$ cat config.mk
export PLATFORM = sky130hd
export DESIGN_NAME = buf_swap_ctrl
export DESIGN_NICKNAME = d
export VERILOG_FILES = /design/src/rtl/buf_swap_pkg.sv /design/src/rtl/first_one.sv /design/src/rtl/swap_select.sv /design/src/rtl/swap_fsm.sv /design/src/rtl/link_status.sv /design/src/rtl/buf_swap_ctrl.sv
export SDC_FILE = /design/constraint.sdc
export NUM_CORES = 1
export LEC_CHECK = 0
export ABC_AREA = 0
export BUFFER_PORTS_ARGS = -buffer_cell sky130_fd_sc_hd__buf_2
export CAP_MARGIN = 15
export CORE_MARGIN = 3
export CORE_UTILIZATION = 34
export DETAILED_ROUTE_END_ITERATION = 16
export GPL_ROUTABILITY_DRIVEN = 0
export PLACE_DENSITY_LB_ADDON = 0.12
export SLEW_MARGIN = 20
export SYNTH_ARGS = -nofsm -noshare
export SYNTH_HDL_FRONTEND = slang
export SYNTH_SLANG_ARGS = --single-unit
$ cat constraint.sdc
create_clock -name clk -period 1.7 [get_ports clk]
set_input_delay 0.255 -clock clk [delete_from_list [all_inputs] [get_ports clk]]
set_output_delay 0.255 -clock clk [all_outputs]
set_load 0.01 [all_outputs]
$ cat src/rtl/buf_swap_pkg.sv
// Shared types and helpers for the input buffer swap controller.
// Assumes at most 32 ports, which is enough for any mesh router.
package buf_swap_pkg;

    // Handover phase; the codes are visible on phase_o.
    typedef enum logic [1:0] {
        PH_IDLE = 2'd0,
        PH_WARN = 2'd1,
        PH_OPEN = 2'd2
    } swap_phase_e;

    // Encode a one-hot vector into the index of its set bit (0 if none).
    function automatic int unsigned oh_to_int(input logic [31:0] oh);
        int unsigned r;
        r = 0;
        for (int i = 0; i < 32; i++) begin
            if (oh[i]) r = i;
        end
        return r;
    endfunction

endpackage

$ cat src/rtl/first_one.sv
// Fixed-priority selector: grants the lowest-index set bit of req.
// Assumes nothing about req; found is 0 when req is all zero.
module first_one #(
    parameter int W = 5
) (
    input  logic [W-1:0] req,
    output logic [W-1:0] grant,
    output logic         found
);
    logic [W:0] seen;

    assign seen[0] = 1'b0;

    // Build the "a lower bit already won" chain one bit at a time.
    for (genvar i = 0; i < W; i++) begin : g_chain
        assign grant[i]  = req[i] & ~seen[i];
        assign seen[i+1] = seen[i] | req[i];
    end

    assign found = seen[W];
endmodule

$ cat src/rtl/swap_select.sv
// Chooses the next fault to serve and its substitute buffer.
// Faults are taken lowest index first. A substitute must be healthy,
// must not already lend its buffer and must not be the faulty port.
module swap_select #(
    parameter int N = 5
) (
    input  logic [N-1:0] fault_vec,
    input  logic [N-1:0] served,
    input  logic [N-1:0] given_up,
    input  logic [N-1:0] donor,
    output logic [N-1:0] fault_oh,
    output logic         fault_found,
    output logic [N-1:0] sub_oh,
    output logic         sub_found
);
    logic [N-1:0] pending;
    logic [N-1:0] cand;

    // Faults still waiting for a substitute.
    assign pending = fault_vec & ~served & ~given_up;
    // Buffers that may still be lent to the chosen fault.
    assign cand    = ~fault_vec & ~donor & ~fault_oh;

    first_one #(.W(N)) u_pick_fault (
        .req   (pending),
        .grant (fault_oh),
        .found (fault_found)
    );

    first_one #(.W(N)) u_pick_sub (
        .req   (cand),
        .grant (sub_oh),
        .found (sub_found)
    );
endmodule

$ cat src/rtl/swap_fsm.sv
// Three-phase handover sequencer and owner of the remap table.
// Assumes fault bits stay set once raised and buf_idle is exact.
module swap_fsm
    import buf_swap_pkg::*;
#(
    parameter int N  = 5,
    parameter int IW = 3
) (
    input  logic                 clk,
    input  logic                 rst_n,
    input  logic [N-1:0]         fault_oh,
    input  logic                 fault_found,
    input  logic [N-1:0]         sub_oh,
    input  logic                 sub_found,
    input  logic [N-1:0]         buf_idle,
    output swap_phase_e          phase,
    output logic [N-1:0]         cur_fault_oh,
    output logic [N-1:0]         cur_sub_oh,
    output logic [N-1:0]         served,
    output logic [N-1:0]         donor,
    output logic [N-1:0]         given_up,
    output logic [N-1:0]         token,
    output logic                 unrec,
    output logic [N*IW-1:0]      remap_flat
);
    logic [IW-1:0] remap_q [N];
    logic [IW-1:0] cur_sub_idx;
    logic          sub_drained;

    // Index of the current substitute, written into the remap table.
    assign cur_sub_idx = IW'(oh_to_int(32'(cur_sub_oh)));
    // The substitute buffer holds no packet.
    assign sub_drained = |(buf_idle & cur_sub_oh);

    // Flatten the remap table onto the output bus.
    for (genvar p = 0; p < N; p++) begin : g_flat
        assign remap_flat[p*IW +: IW] = remap_q[p];
    end

    // Sequence idle -> warn -> open -> idle and record each swap.
    always_ff @(posedge clk) begin
        if (!rst_n) begin
            phase        <= PH_IDLE;
            cur_fault_oh <= '0;
            cur_sub_oh   <= '0;
            served       <= '0;
            donor        <= '0;
            given_up     <= '0;
            token        <= '0;
            unrec        <= 1'b0;
            for (int p = 0; p < N; p++) remap_q[p] <= IW'(p);
        end else begin
            token <= '0;
            case (phase)
                PH_IDLE: begin
                    if (fault_found) begin
                        if (sub_found) begin
                            phase        <= PH_WARN;
                            cur_fault_oh <= fault_oh;
                            cur_sub_oh   <= sub_oh;
                            token        <= sub_oh;
                        end else begin
                            given_up <= given_up | fault_oh;
                            unrec    <= 1'b1;
                        end
                    end
                end
                PH_WARN: begin
                    if (sub_drained) begin
                        phase  <= PH_OPEN;
                        served <= served | cur_fault_oh;
                        donor  <= donor | cur_sub_oh;
                        for (int p = 0; p < N; p++) begin
                            if (cur_fault_oh[p]) remap_q[p] <= cur_sub_idx;
                        end
                    end
                end
                PH_OPEN: phase <= PH_IDLE;
                default: phase <= PH_IDLE;
            endcase
        end
    end
endmodule

$ cat src/rtl/link_status.sv
// Derives the per-link clear-to-send and port status bits.
// Assumes served and donor come from the sequencer and fault_vec from
// diagnosis; the faulty and lending links stay frozen during warn.
module link_status
    import buf_swap_pkg::*;
#(
    parameter int N = 5
) (
    input  swap_phase_e  phase,
    input  logic [N-1:0] fault_vec,
    input  logic [N-1:0] served,
    input  logic [N-1:0] donor,
    input  logic [N-1:0] cur_fault_oh,
    input  logic [N-1:0] cur_sub_oh,
    output logic [N-1:0] cts,
    output logic [N-1:0] cps
);
    logic [N-1:0] usable;
    logic [N-1:0] frozen;

    // A link may carry flits if its own buffer is fine or it borrows one.
    assign usable = (~fault_vec & ~donor) | served;
    // Both links touched by the ongoing handover are held during warn.
    assign frozen = (phase == PH_WARN) ? (cur_fault_oh | cur_sub_oh) : '0;

    // Combine usability and freeze into the per-link send permission.
    always_comb begin
        cts = usable & ~frozen;
        cps = served;
    end
endmodule

$ cat src/rtl/buf_swap_ctrl.sv
// Top of the input buffer swap controller for one mesh router.
// Ties the selector, the sequencer and the link status logic together.
// Assumes one handover at a time and permanent (sticky) fault bits.
module buf_swap_ctrl
    import buf_swap_pkg::*;
#(
    parameter int N  = 5,
    parameter int IW = (N > 1) ? $clog2(N) : 1
) (
    input  logic            clk,
    input  logic            rst_n,
    input  logic [N-1:0]    buf_fault_i,
    input  logic [N-1:0]    buf_idle_i,
    output logic [N-1:0]    cts_o,
    output logic [N-1:0]    cps_o,
    output logic [N-1:0]    token_o,
    output logic [N*IW-1:0] remap_o,
    output logic [1:0]      phase_o,
    output logic            unrecoverable_o
);
    swap_phase_e  phase_w;
    logic [N-1:0] fault_oh_w;
    logic         fault_found_w;
    logic [N-1:0] sub_oh_w;
    logic         sub_found_w;
    logic [N-1:0] cur_fault_oh_w;
    logic [N-1:0] cur_sub_oh_w;
    logic [N-1:0] served_w;
    logic [N-1:0] donor_w;
    logic [N-1:0] given_up_w;

    swap_select #(.N(N)) u_select (
        .fault_vec   (buf_fault_i),
        .served      (served_w),
        .given_up    (given_up_w),
        .donor       (donor_w),
        .fault_oh    (fault_oh_w),
        .fault_found (fault_found_w),
        .sub_oh      (sub_oh_w),
        .sub_found   (sub_found_w)
    );

    swap_fsm #(.N(N), .IW(IW)) u_fsm (
        .clk          (clk),
        .rst_n        (rst_n),
        .fault_oh     (fault_oh_w),
        .fault_found  (fault_found_w),
        .sub_oh       (sub_oh_w),
        .sub_found    (sub_found_w),
        .buf_idle     (buf_idle_i),
        .phase        (phase_w),
        .cur_fault_oh (cur_fault_oh_w),
        .cur_sub_oh   (cur_sub_oh_w),
        .served       (served_w),
        .donor        (donor_w),
        .given_up     (given_up_w),
        .token        (token_o),
        .unrec        (unrecoverable_o),
        .remap_flat   (remap_o)
    );

    link_status #(.N(N)) u_link (
        .phase        (phase_w),
        .fault_vec    (buf_fault_i),
        .served       (served_w),
        .donor        (donor_w),
        .cur_fault_oh (cur_fault_oh_w),
        .cur_sub_oh   (cur_sub_oh_w),
        .cts          (cts_o),
        .cps          (cps_o)
    );

    assign phase_o = phase_w;
endmodule

======== Word-level counts from Yosys, hierarchy flattened ========
Memory sizes are Yosys's and may differ from the RTL's.
Index checks and enable logic that the tools add are counted.
storage, ports and cells
  register bits after elaboration ......... 33
  bits in writable memories ............... 15
  bits of input ports ..................... 12
  memories ................................ 1
memory list
  memory         depth  bits a word  read ports  clocked after Yosys merged registers in  write ports  line            text
  u_fsm.remap_q  5      3            5           0                                        5            swap_fsm.sv:26  logic [IW-1:0] remap_q [N];
cells by class
  equality and inequality tests ........... 4
  muxes and demuxes ....................... 40
  bitwise logic cells ..................... 47
  reductions and logical operators ........ 7
operators with widths
  kind                  number
  $and A5 B5 Y5         6
  $not A5 Y5            6
  $mux W1               27
  $or A5 B5 Y5          5
  $mux W3               6
  $or A1 B1 Y1          13
  $mux W2               5
  $not A1 Y1            9
  $reduce_and A3 Y1     3
  $and A1 B1 Y1         8
  $mux W5               1
  $reduce_or A5 Y1      1
  $ne A2 B2 Y1 const B  2
  $pmux W2 S2           1
  $reduce_and A4 Y1     1
  $eq A2 B1 Y1 const B  1
  $logic_not A2 Y1      1
  $ne A2 B1 Y1 const B  1
  $reduce_and A2 Y1     1

======== Depth between registers and ports, before layout ========
Gate-level depths: netlist of run 1.
  depth after elaboration ................. 17
  depth in mapped cells ................... 6
  depth with buffers taken out ............ 4

======== Hierarchy ========
Synthesis of run 1 repeated with hierarchy kept, for this count alone.
second synthesis, totals
  cells, all modules ...................... 219
  area total of the unflattened synthesis .. 2158.3 um2
by module, submodules not included
  module       times used  cells each  area each (um2)
  swap_fsm     1           174         1803.0
  link_status  1           21          132.6
  swap_select  1           10          112.6
  first_one    2           7           55.1

======== Worst setup path after synthesis of run 1 ========
Ideal clock, no wire load.
  path type ............................... register to register
  start point ............................. reg u_fsm.phase[1]
  end point ............................... mem u_fsm.remap_q[4][0] (netlist: u_fsm.remap_q[0][12]), enable pin
  setup time .............................. 0.302 ns
  arrival time ............................ 1.288 ns
  required time ........................... 1.398 ns
  path slack .............................. 0.110 ns
  stages on the path, launching flop included .. 6
  cell sequence ........................... dfxtp_1 > nand2b_1 > a211oi_1 > buf_2 > nand2_1 > nand2_1
RTL lines
  what                      line            text
  start: declaration        swap_fsm.sv:16  output swap_phase_e phase,
  start signal: assignment  swap_fsm.sv:43  phase <= PH_IDLE;
  start signal: assignment  swap_fsm.sv:58  phase <= PH_WARN;
  start signal: assignment  swap_fsm.sv:70  phase <= PH_OPEN;
  end: declaration          swap_fsm.sv:26

======== Final worst setup path of run 1 ========
  start point ............................. reg u_fsm.phase[1]
  end point ............................... out cts_o[2]
between the ends
  cells in the longest elaborated chain, start to end .. 4
ends and longest elaborated chain
  what              line                 text
  $eq A2 B1 Y1      link_status.sv:24    assign frozen = (phase == PH_WARN) ? (cur_fault_oh | cur_sub_oh) : '0;
  $mux W5           link_status.sv:24
  $not A5 Y5        link_status.sv:28    cts = usable & ~frozen;
  $and A5 B5 Y5     link_status.sv:28
  end: declaration  buf_swap_ctrl.sv:14  output logic [N-1:0] cts_o,
Every way passes these cells.

==> impl_metrics.py, run 1 <==
metrics = {
    "outcome": {
        "run_status": "complete, no violations",
    },
    "setup_path": {
        "crit_end_element": "primary output",
        "worstReg2RegStart": "u_fsm.cur_sub_oh[3]",
        "cp.arrival_ps": 1340,
        "regToRegEndpoint": "u_fsm.remap_q[0][10]",
        "timing_worst_setup_path_type": "reg -> out",
        "worst_setup_path_start_kind": "flop",
        "worstPathRequired_ps": 1440,
        "ff2ff_setup_slack_ps": 120,
        "cp_max_fo": 6,
        "reg2regPathDepth": 6,
    },
    "place": {
        "place_inst": 313,
        "place.detailed.hpwl_um": 3778,
        "post_placement_setup_slack_ps": -296.7,
        "placement.io_buffers": 44,
    },
    "pwr": {
        "irDropWorstVdd_uv": 390.1,
        "cell_leakage_power_nw": 1.062,
        "power.density_nw_per_um2": 947.6,
    },
    "clock_tree": {
        "cts.hold.buffers_added": 0,
        "clk_path_buf_depth": 2,
        "ctsHtreeMaxLevel": 2,
        "clk_root_buffer_cell": "sky130_fd_sc_hd__clkbuf_8",
        "cts_tree": "done",
        "clkLatencyLatePin_ps": 300,
        "cts_buffers": 5,
        "cts.reportedPaths.clkPinSlew_ps": 90,
        "cts_num_sinks": 48,
    },
    "route": {
        "wl_per_cell_um": 15.27,
        "met2WireLength_um": 2371,
        "drt_first_iter_violations": 75,
        "routed-via-count": 1602,
        "wl_met1_um": 2121,
        "route.detailed.drc": 0,
        "vias_per_cell": 4.960,
        "drtAntennaViolNets": 0,
        "top_layer_used": "met4",
        "drt_first_pass_iters": 4,
        "drt-total-wl_um": 4931,
        "dr_wl_met3_um": 316,
    },
    "timing": {
        "post-route-worst-setup-slack_ps": 102.3,
        "finalSetupViolations": 0,
        "drv_slew": 0,
        "worst_pin_slew_ps": 465.4,
        "tns_ps": 0,
        "hold_violations": 0,
        "fin_crit_ps": 1598,
        "setup_repair_after_global_routing_missed_its_margin": "true",
        "final.setup_skew_ps": 4.175,
        "achievable-frequency_mhz": 625.9,
        "worst_hold_slack_ps": 233.9,
        "slew_headroom_pct": 68.54,
        "final_min_period_over_clock_period_pct": 93.98,
    },
    "grt": {
        "grt_pass1_vias": 1588,
        "largest_net_degree_at_the_start_of_global_routing": 33,
        "initial_antenna_violation_count": 0,
        "grt_pass1_wl_um": 8010,
        "grt_usage_pct": 16.46,
        "grt-ovfl-total": 0,
    },
    "yosys": {
        "synthesis.instances": 181,
        "synth.area.top_cells": "sky130_fd_sc_hd__dfxtp_1 34%, sky130_fd_sc_hd__edfxtp_1 23%, sky130_fd_sc_hd__nand2_1 7.0%",
        "syn_nets": 193,
        "post_synth.cell_area_avg_um2": 10.62,
        "synthesis.area_um2": 1923,
        "ys_seq_elements": 48,
        "synth_top_area_share_pct": 34.35,
        "post_synthesis_cell_type_count": 42,
        "synth_top_area_cell": "sky130_fd_sc_hd__dfxtp_1",
        "synth-warning-count": 0,
        "sequential_to_total_area_share_from_yosys_stat_pct": 57.77,
    },
    "floorplan": {
        "coreArea_um2": 5303,
        "num_rows": 26,
        "boundaryPins": 45,
        "design.die.area_um2": 6594,
        "die_wd_um": 81.21,
        "die-height_um": 81.21,
        "initial_utilization_pct": 36.27,
    },
    "final_layout": {
        "multi_input_comb_area_um2": 800.8,
        "final-seq-area_um2": 1111,
        "nFillCells": 526,
        "num-nets-final": 264,
        "final_cell_mix": "44 x sky130_fd_sc_hd__buf_2, 36 x sky130_fd_sc_hd__nand2_1, 33 x sky130_fd_sc_hd__dfxtp_1, 24 x sky130_fd_sc_hd__buf_4, 22 x sky130_fd_sc_hd__nor2_1",
        "finish.cell_count_without_fillers": 323,
        "area_growth_pct": 31.49,
        "n_antenna_cell": 0,
        "commonest_non_fill_non_tap_cell_in_the_layout": "sky130_fd_sc_hd__buf_2",
        "post_route_cells_drive_above_1_share_pct": 36.76,
    },
    "min_path": {
        "hold_start": "buf_fault_i[0]",
        "hold_path_class": "in -> reg",
        "worst_hold_path.endpoint": "u_fsm.token[0]",
        "hold_path_depth": 2,
    },
    "run": {
        "cap_viol_max_count": 0,
    },
}
-- flip-flops by register name, indices dropped and copies added (netlist names) --
name and cells:
u_fsm.phase 2, u_fsm.remap_q 15, u_fsm.donor 5, u_fsm.unrec 1
u_fsm.token 5, u_fsm.cur_fault_oh 5, u_fsm.given_up 5, u_fsm.cur_sub_oh 5
u_fsm.served 5
-- area by class of cell --
class | instances | area share (%)
clock inverters | 2 | 1.534
inverters | 2 | 0.2969
well taps | 70 | 3.464
clock buffers | 6 | 3.266
multi-input cells | 127 | 31.67
repair buffers | 68 | 15.83
flip-flops and latches | 48 | 43.94
-- what timing repair did --
action                     4_1_cts  5_1_grt
setup buffers                    1        0
gates cloned                     1        0
resized for setup                1        1
setup endpoints to repair       37       12
-- how the worst max path moves through the flow --
stage	startpoint	end	slack, ps	depth (start not counted)
after floorplan	u_fsm.phase[1]	u_fsm.remap_q[0][12]	110	5
after global placement	buf_idle_i[1]	u_fsm.remap_q[0][0]	-300	5
after detailed placement	buf_idle_i[1]	u_fsm.remap_q[0][0]	-300	5
after CTS	u_fsm.cur_sub_oh[3]	u_fsm.remap_q[0][9]	10	5
after global routing	u_fsm.cur_sub_oh[3]	u_fsm.remap_q[0][4]	-30	5
final	u_fsm.phase[1]	cts_o[2]	100	4
-- routing by layer --
metal / GRT usage, % / up-vias
met5: 0 / -
li1: - / 803
met4: 7.264 / 0
met3: 4.102 / 10
met2: 26.27 / 50
met1: 21.04 / 739
-- synth_stat cells --
master	count
sky130_fd_sc_hd__a211oi_1	2
sky130_fd_sc_hd__a21oi_1	5
sky130_fd_sc_hd__a222oi_1	1
sky130_fd_sc_hd__a22o_1	5
sky130_fd_sc_hd__a22oi_1	1
sky130_fd_sc_hd__a31oi_1	1
sky130_fd_sc_hd__and2_1	1
sky130_fd_sc_hd__and4_1	1
sky130_fd_sc_hd__buf_2	2
sky130_fd_sc_hd__clkbuf_1	3
sky130_fd_sc_hd__dfxtp_1	33
sky130_fd_sc_hd__edfxtp_1	15
sky130_fd_sc_hd__inv_1	2
sky130_fd_sc_hd__mux2i_1	2
sky130_fd_sc_hd__nand2_1	36
sky130_fd_sc_hd__nand2b_1	2
sky130_fd_sc_hd__nand3_1	3
sky130_fd_sc_hd__nand3b_1	2
sky130_fd_sc_hd__nand4_4	1
sky130_fd_sc_hd__nor2_1	22
sky130_fd_sc_hd__nor2b_1	1
sky130_fd_sc_hd__nor3_1	2
sky130_fd_sc_hd__nor3b_1	2
sky130_fd_sc_hd__nor3b_4	1
sky130_fd_sc_hd__nor4_2	1
sky130_fd_sc_hd__nor4b_1	1
sky130_fd_sc_hd__o211ai_4	1
sky130_fd_sc_hd__o21a_1	1
sky130_fd_sc_hd__o21a_4	1
sky130_fd_sc_hd__o21ai_0	4
sky130_fd_sc_hd__o21ai_2	4
sky130_fd_sc_hd__o21bai_1	2
sky130_fd_sc_hd__o22a_1	5
sky130_fd_sc_hd__o22ai_1	6
sky130_fd_sc_hd__o31a_4	1
sky130_fd_sc_hd__o32ai_2	1
sky130_fd_sc_hd__or2_2	1
sky130_fd_sc_hd__or3_2	1
sky130_fd_sc_hd__or3b_1	2
sky130_fd_sc_hd__or3b_2	1
sky130_fd_sc_hd__or3b_4	1
sky130_fd_sc_hd__or4_1	1
-- worst max-delay path, cell delays in order, from the launching register on --
cell,delay [ps]
sky130_fd_sc_hd__dfxtp_1,320
sky130_fd_sc_hd__nand2b_1,200
sky130_fd_sc_hd__buf_4,190
sky130_fd_sc_hd__o22a_1,180
sky130_fd_sc_hd__buf_2,140
-- stage by stage --
step | area, µm² | util (%) | power [mW]
finish | 2529 | 47.69 | 2.396
global route | 2529 | 47.69 | 2.517
global placement | 2382 | 44.93 | 1.563
floorplan | 1923 | - | 1.435
CTS | 2524 | 47.59 | 2.417
detailed placement | 2382 | 44.93 | 1.561
-- power breakdown --
group / switching (mW) / leakage [nW] / internal, mW
Clock: 0.375 / 0.0614 / 0.481
Sequential: 0.0173 / 0.405 / 1.21
Combinational: 0.178 / 0.595 / 0.134
-- cells by family (layout without fill, tap and decap cells) --
| group | Yosys count | after routing | synth area share (%) |
|---|---|---|---|
| buffers and inverters | 7 | 78 | 1.497 |
| multiplexers | 2 | 2 | 1.041 |
| AND/OR/NAND/NOR | 83 | 83 | 22.19 |
| flip-flops | 48 | 48 | 57.77 |
| AO/OA/AOI/OAI | 41 | 42 | 17.50 |
Note: power is estimated with default switching activity, not from simulation.
==> inputs of run 2 (changes only) <==
CORE_UTILIZATION = 55   (was 34)
CTS_BUF_LIST = sky130_fd_sc_hd__clkbuf_2   (was unset)
SKIP_CTS_REPAIR_TIMING = 1   (was unset)
==> run 2 against run 1 <==
The flow now finishes with violations (negative setup slack). Global-route usage grew 7.2 points. Highest routed layer unchanged. Sequential share of layout area is 2.3 points higher. Design area fell by 4.8%. Cell count down 10%. First-iteration DRC count grew 49%. Largest cell class unchanged. Critical endpoint is now u_fsm.remap_q[0][2].
==> impl_metrics.py, run 2 (same netlist as run 1, synthesis figures left out) <==
metrics = {
    "outcome": {
        "run_status": "finished with violations",
        "failing_checks": "negative setup slack",
    },
    "setup_path": {
        "timing_worst_setup_path_type": "reg -> reg",
        "crit_end_element": "flop",
        "worstPathRequired_ps": 1890,
        "worstReg2RegStart": "u_fsm.cur_sub_oh[0]",
        "ff2ff_setup_slack_ps": -4,
        "reg2regPathDepth": 5,
        "regToRegEndpoint": "u_fsm.remap_q[0][2]",
        "cp.arrival_ps": 1900,
        "cp_max_fo": 5,
        "worst_setup_path_start_kind": "flop",
    },
    "final_layout": {
        "area_growth_pct": 25.11,
        "n_antenna_cell": 0,
        "max_flop_register": "u_fsm.remap_q",
        "finish.cell_count_without_fillers": 290,
        "largest_reg_flops": 15,
        "commonest_non_fill_non_tap_cell_in_the_layout": "sky130_fd_sc_hd__buf_2",
        "post_route_cells_drive_above_1_share_pct": 37.40,
        "num-nets-final": 257,
        "final_cell_mix": "43 x sky130_fd_sc_hd__buf_2, 36 x sky130_fd_sc_hd__nand2_1, 31 x sky130_fd_sc_hd__dfxtp_1, 19 x sky130_fd_sc_hd__nor2_1, 16 x sky130_fd_sc_hd__buf_4",
        "final_cell_area_um2": 2406,
    },
    "floorplan": {
        "die_wd_um": 65.13,
        "initial_utilization_pct": 60.04,
        "boundaryPins": 45,
        "num_rows": 20,
        "coreArea_um2": 3203,
        "die-height_um": 65.13,
        "design.die.area_um2": 4242,
    },
    "pwr": {
        "power.total_mw": 2.028,
        "cell_leakage_power_nw": 1.002,
        "power.density_nw_per_um2": 843.1,
        "irDropWorstVdd_uv": 465.0,
    },
    "route": {
        "drtAntennaViolNets": 0,
        "drt_first_iter_violations": 112,
        "drt_first_pass_iters": 4,
        "route.detailed.drc": 0,
        "vias_per_cell": 5.841,
        "routed-via-count": 1694,
        "wl_per_cell_um": 17.13,
        "drt-total-wl_um": 4968,
    },
    "timing": {
        "final.setup_skew_ps": 23.76,
        "worst_pin_slew_ps": 547.9,
        "hold_violations": 0,
        "post-route-worst-setup-slack_ps": -4.177,
        "fin_crit_ps": 1704,
        "slew_headroom_pct": 63.47,
        "finalSetupViolations": 2,
        "final_min_period_over_clock_period_pct": 100.2,
        "setup_repair_after_global_routing_missed_its_margin": "true",
        "drv_slew": 0,
        "achievable-frequency_mhz": 586.8,
    },
    "clock_tree": {
        "cts.reportedPaths.clkPinSlew_ps": 240,
        "clk_path_buf_depth": 2,
        "cts_buffers": 5,
        "cts_tree": "done",
        "cts_num_sinks": 48,
        "clk_root_buffer_cell": "sky130_fd_sc_hd__clkbuf_2",
        "ctsHtreeMaxLevel": 2,
        "clkLatencyLatePin_ps": 440,
    },
    "grt": {
        "initial_antenna_violation_count": 0,
        "largest_net_degree_at_the_start_of_global_routing": 33,
        "grt-ovfl-total": 0,
        "grt_pass1_wl_um": 7624,
        "grt_pass1_vias": 1581,
        "grt_usage_pct": 23.70,
    },
    "place": {
        "place_inst": 277,
        "placedInstanceArea_um2": 2275,
        "placement.io_buffers": 44,
        "place.detailed.hpwl_um": 3525,
    },
    "min_path": {
        "hold_path_class": "in -> reg",
        "worst_hold_path.endpoint": "u_fsm.token[0]",
        "hold_start": "buf_fault_i[0]",
        "hold_path_depth": 2,
    },
    "run": {
        "cap_viol_max_count": 0,
    },
}
## run 2: cell type report
| cell class | count | area (µm²) |
|---|---|---|
| flip-flops and latches | 48 | 1114 |
| multi-input cells | 127 | 829.5 |
| fillers | 249 | 797.0 |
| repair buffers | 61 | 357.8 |
| well taps | 44 | 55.05 |
| clock buffers | 5 | 25.02 |
| clock inverters | 3 | 17.52 |
| inverters | 2 | 7.507 |
## run 2: through the flow
step           setup TNS [ps]  utilization [%]  hold WS (ps)  worst slack [ps]
2_1_floorplan               0                -         331.8             109.8
3_3_place_gp            -6303            71.02         428.7            -287.7
3_5_place_dp            -9334            71.02         439.7            -395.6
4_1_cts                 -9260            72.34         72.68            -416.8
5_1_grt                -851.5            75.12         61.28            -84.55
6_report               -8.198            75.12         71.39            -4.177
## run 2: worst max-delay path by stage
stage	from	to	slack (ps)
after global placement	buf_idle_i[1]	u_fsm.remap_q[0][4]	-290
after CTS	u_fsm.cur_sub_oh[1]	u_fsm.remap_q[0][13]	-420
after detailed placement	buf_idle_i[1]	u_fsm.remap_q[0][13]	-400
after floorplan	u_fsm.phase[1]	u_fsm.remap_q[0][12]	110
after global routing	u_fsm.phase[1]	u_fsm.remap_q[0][10]	-80
final	u_fsm.cur_sub_oh[0]	u_fsm.remap_q[0][2]	-4
## run 2: worst max-delay path, cell delays in order (launching register included)
cell and delay [ps]:
sky130_fd_sc_hd__dfxtp_1 370, sky130_fd_sc_hd__a222oi_1 440, sky130_fd_sc_hd__buf_4 220, sky130_fd_sc_hd__a211oi_4 80
sky130_fd_sc_hd__o21a_1 160, sky130_fd_sc_hd__and2_1 200
## run 2: routing by layer
metal,wire length [µm],global-route usage (%)
met2,2513,40.23
met1,1917,29.13
met5,0,0
met4,170,9.845
met3,366,5.299
## run 2: where the power goes
group | leakage (nW) | internal (mW) | switching, mW
sequential | 0.406 | 1.22 | 0.0229
clock | 0.0308 | 0.100 | 0.363
combinational | 0.565 | 0.142 | 0.185
==> inputs of run 3 (changes only) <==
SETUP_SLACK_MARGIN = 0.2   (was unset)
==> run 3 against run 2 <==
Clock-buffer cell count increased by 2. Combinational power increased by 6.4%. Critical path type unchanged. Core utilization up 4.0 points. The run now ends clean. Maximum frequency increased by 2.9%. Worst hold slack improved by 63 ps. Clock power shrank 3%. Sequential share of layout area down 2.1 points. Cell count is the same. Largest cell class unchanged.
==> impl_metrics.py, run 3 (same netlist as run 1, synthesis figures left out) <==
metrics = {
    "outcome": {
        "run_status": "complete, no violations",
    },
    "route": {
        "drt-total-wl_um": 4896,
        "drt_first_iter_violations": 131,
        "routed-via-count": 1688,
        "route.detailed.drc": 0,
        "drtAntennaViolNets": 0,
        "vias_per_cell": 5.821,
        "wl_per_cell_um": 16.88,
        "drt_first_pass_iters": 5,
    },
    "setup_path": {
        "timing_worst_setup_path_type": "reg -> reg",
        "timing.critical_path.cells": "a222oi_1 -> buf_4 -> a211oi_4 -> o21a_1 -> buf_6 -> nand2_4",
        "timing.critical_path.max_delay_family": "compound AO/OA/AOI/OAI gates",
        "worstPathRequired_ps": 1860,
        "cp.arrival_ps": 1810,
        "cp_max_fo": 7,
        "crit_end_element": "flop",
        "worst_setup_path_start_kind": "flop",
        "crit_path_largest_cell_delay_ps": 400,
        "cp_slowest_cell": "sky130_fd_sc_hd__dfxtp_2",
        "worstPathBufferInverterCount": 2,
    },
    "timing": {
        "final_min_period_over_clock_period_pct": 97.46,
        "post-route-worst-setup-slack_ps": 43.20,
        "worst_hold_slack_ps": 134.1,
        "finalSetupViolations": 0,
        "slew_headroom_pct": 59.57,
        "fin_crit_ps": 1657,
        "achievable-frequency_mhz": 603.6,
        "setup_repair_after_global_routing_missed_its_margin": "true",
        "final.setup_skew_ps": 23.94,
        "hold_violations": 0,
        "drv_slew": 0,
        "worst_pin_slew_ps": 605.2,
    },
    "final_layout": {
        "post_route_cells_drive_above_1_share_pct": 45.93,
        "commonest_non_fill_non_tap_cell_in_the_layout": "sky130_fd_sc_hd__buf_2",
        "area_growth_pct": 31.82,
        "final_cell_area_um2": 2535,
        "max_flop_register": "u_fsm.remap_q",
        "fin_util_pct": 79.14,
        "largest_reg_flops": 15,
        "num-nets-final": 257,
        "final_cell_mix": "43 x sky130_fd_sc_hd__buf_2, 28 x sky130_fd_sc_hd__dfxtp_1, 27 x sky130_fd_sc_hd__nand2_1, 19 x sky130_fd_sc_hd__nor2_1",
        "nFillCells": 217,
        "n_antenna_cell": 0,
    },
    "run": {
        "cap_viol_max_count": 0,
    },
    "floorplan": {
        "boundaryPins": 45,
        "initial_utilization_pct": 60.04,
        "num_rows": 20,
        "coreArea_um2": 3203,
        "die_wd_um": 65.13,
        "die-height_um": 65.13,
        "design.die.area_um2": 4242,
    },
    "grt": {
        "grt_usage_pct": 22.26,
        "initial_antenna_violation_count": 0,
        "grt_pass1_wl_um": 7148,
        "grt-ovfl-total": 0,
        "largest_net_degree_at_the_start_of_global_routing": 33,
        "grt_pass1_vias": 1504,
    },
    "pwr": {
        "cell_leakage_power_nw": 1.069,
        "seq_power_share_pct": 60.9,
        "switching_power_total_mw": 0.5597,
        "p_sw_share_pct": 27.47,
        "pwr-share-clk_pct": 22.0,
        "cell_internal_pwr_mw": 1.478,
        "p_comb_share_pct": 17.1,
        "irDropWorstVdd_uv": 504.2,
        "power.density_nw_per_um2": 803.8,
    },
    "clock_tree": {
        "cts_tree": "done",
        "clk_path_buf_depth": 2,
        "clkLatencyLatePin_ps": 400,
        "clk_root_buffer_cell": "sky130_fd_sc_hd__clkbuf_2",
        "cts_num_sinks": 48,
        "cts.reportedPaths.clkPinSlew_ps": 210,
        "ctsHtreeMaxLevel": 2,
        "cts_buffers": 5,
    },
    "place": {
        "placement.io_buffers": 44,
        "post_placement_setup_slack_ps": -42.43,
        "place.detailed.hpwl_um": 3395,
        "placedInstanceArea_um2": 2265,
    },
    "min_path": {
        "hold_path_class": "in -> reg",
    },
}
## run 3: cell types whose count changed in the layout (fill, tap and decap cells not counted), moves of 2 or more
cell	delta
sky130_fd_sc_hd__clkbuf_2	+2
sky130_fd_sc_hd__dfxtp_1	-3
sky130_fd_sc_hd__dfxtp_2	+2
sky130_fd_sc_hd__nand2_1	-9
sky130_fd_sc_hd__nand2_2	+5
sky130_fd_sc_hd__nand2_4	+4
sky130_fd_sc_hd__nor2_2	-2
sky130_fd_sc_hd__nor2_4	+2
sky130_fd_sc_hd__o22ai_1	-2
sky130_fd_sc_hd__o22ai_2	+2
sky130_fd_sc_hd__or3b_1	-2
sky130_fd_sc_hd__or3b_4	+3
## run 3: power groups by stage
stage	Clock (mW)	Sequential, mW	Combinational, mW
2_1_floorplan	0	1.27	0.169
6_report	0.449	1.24	0.348
5_1_grt	0.518	1.24	0.369
3_5_place_dp	0	1.26	0.278
3_3_place_gp	0	1.26	0.274
4_1_cts	0.455	1.23	0.279
## run 3: per-stage QoR
step | instances | setup TNS (ps) | total power, mW
6_report | 290 | 0 | 2.038
5_1_grt | 290 | -17.86 | 2.132
4_1_cts | 283 | -510.7 | 1.969
3_5_place_dp | 275 | -138.0 | 1.537
3_3_place_gp | 275 | 0 | 1.531
2_1_floorplan | 181 | 0 | 1.436
## run 3: path summary, 6_finish.rpt
kind,startpoint,to,slack (ps),cells past startpoint
setup / recovery,u_fsm.cur_sub_oh[0],u_fsm.remap_q[0][10],40,6
hold / removal,buf_fault_i[0],u_fsm.token[0],130,2
setup reg to reg,u_fsm.cur_sub_oh[0],u_fsm.remap_q[0][10],40,6
hold reg to reg,u_fsm.unrec,u_fsm.unrec,470,2
## run 3: final cells by class
| class | count | area, µm² | share of cell area (%) |
|---|---|---|---|
| Clock inverter | 1 | 5.005 | 0.1974 |
| Tap cell | 44 | 55.05 | 2.172 |
| Timing Repair Buffer | 61 | 361.6 | 14.26 |
| Inverter | 2 | 7.507 | 0.2962 |
| Clock buffer | 7 | 35.03 | 1.382 |
| Multi-Input combinational cell | 127 | 950.9 | 37.51 |
| Sequential cell | 48 | 1120 | 44.18 |
## run 3: metal layers
layer	global-route usage, %	part of all wire, %
met5	0	0
met4	8.031	2.0
met3	4.957	8.4
met2	38.70	52
met1	27.12	38
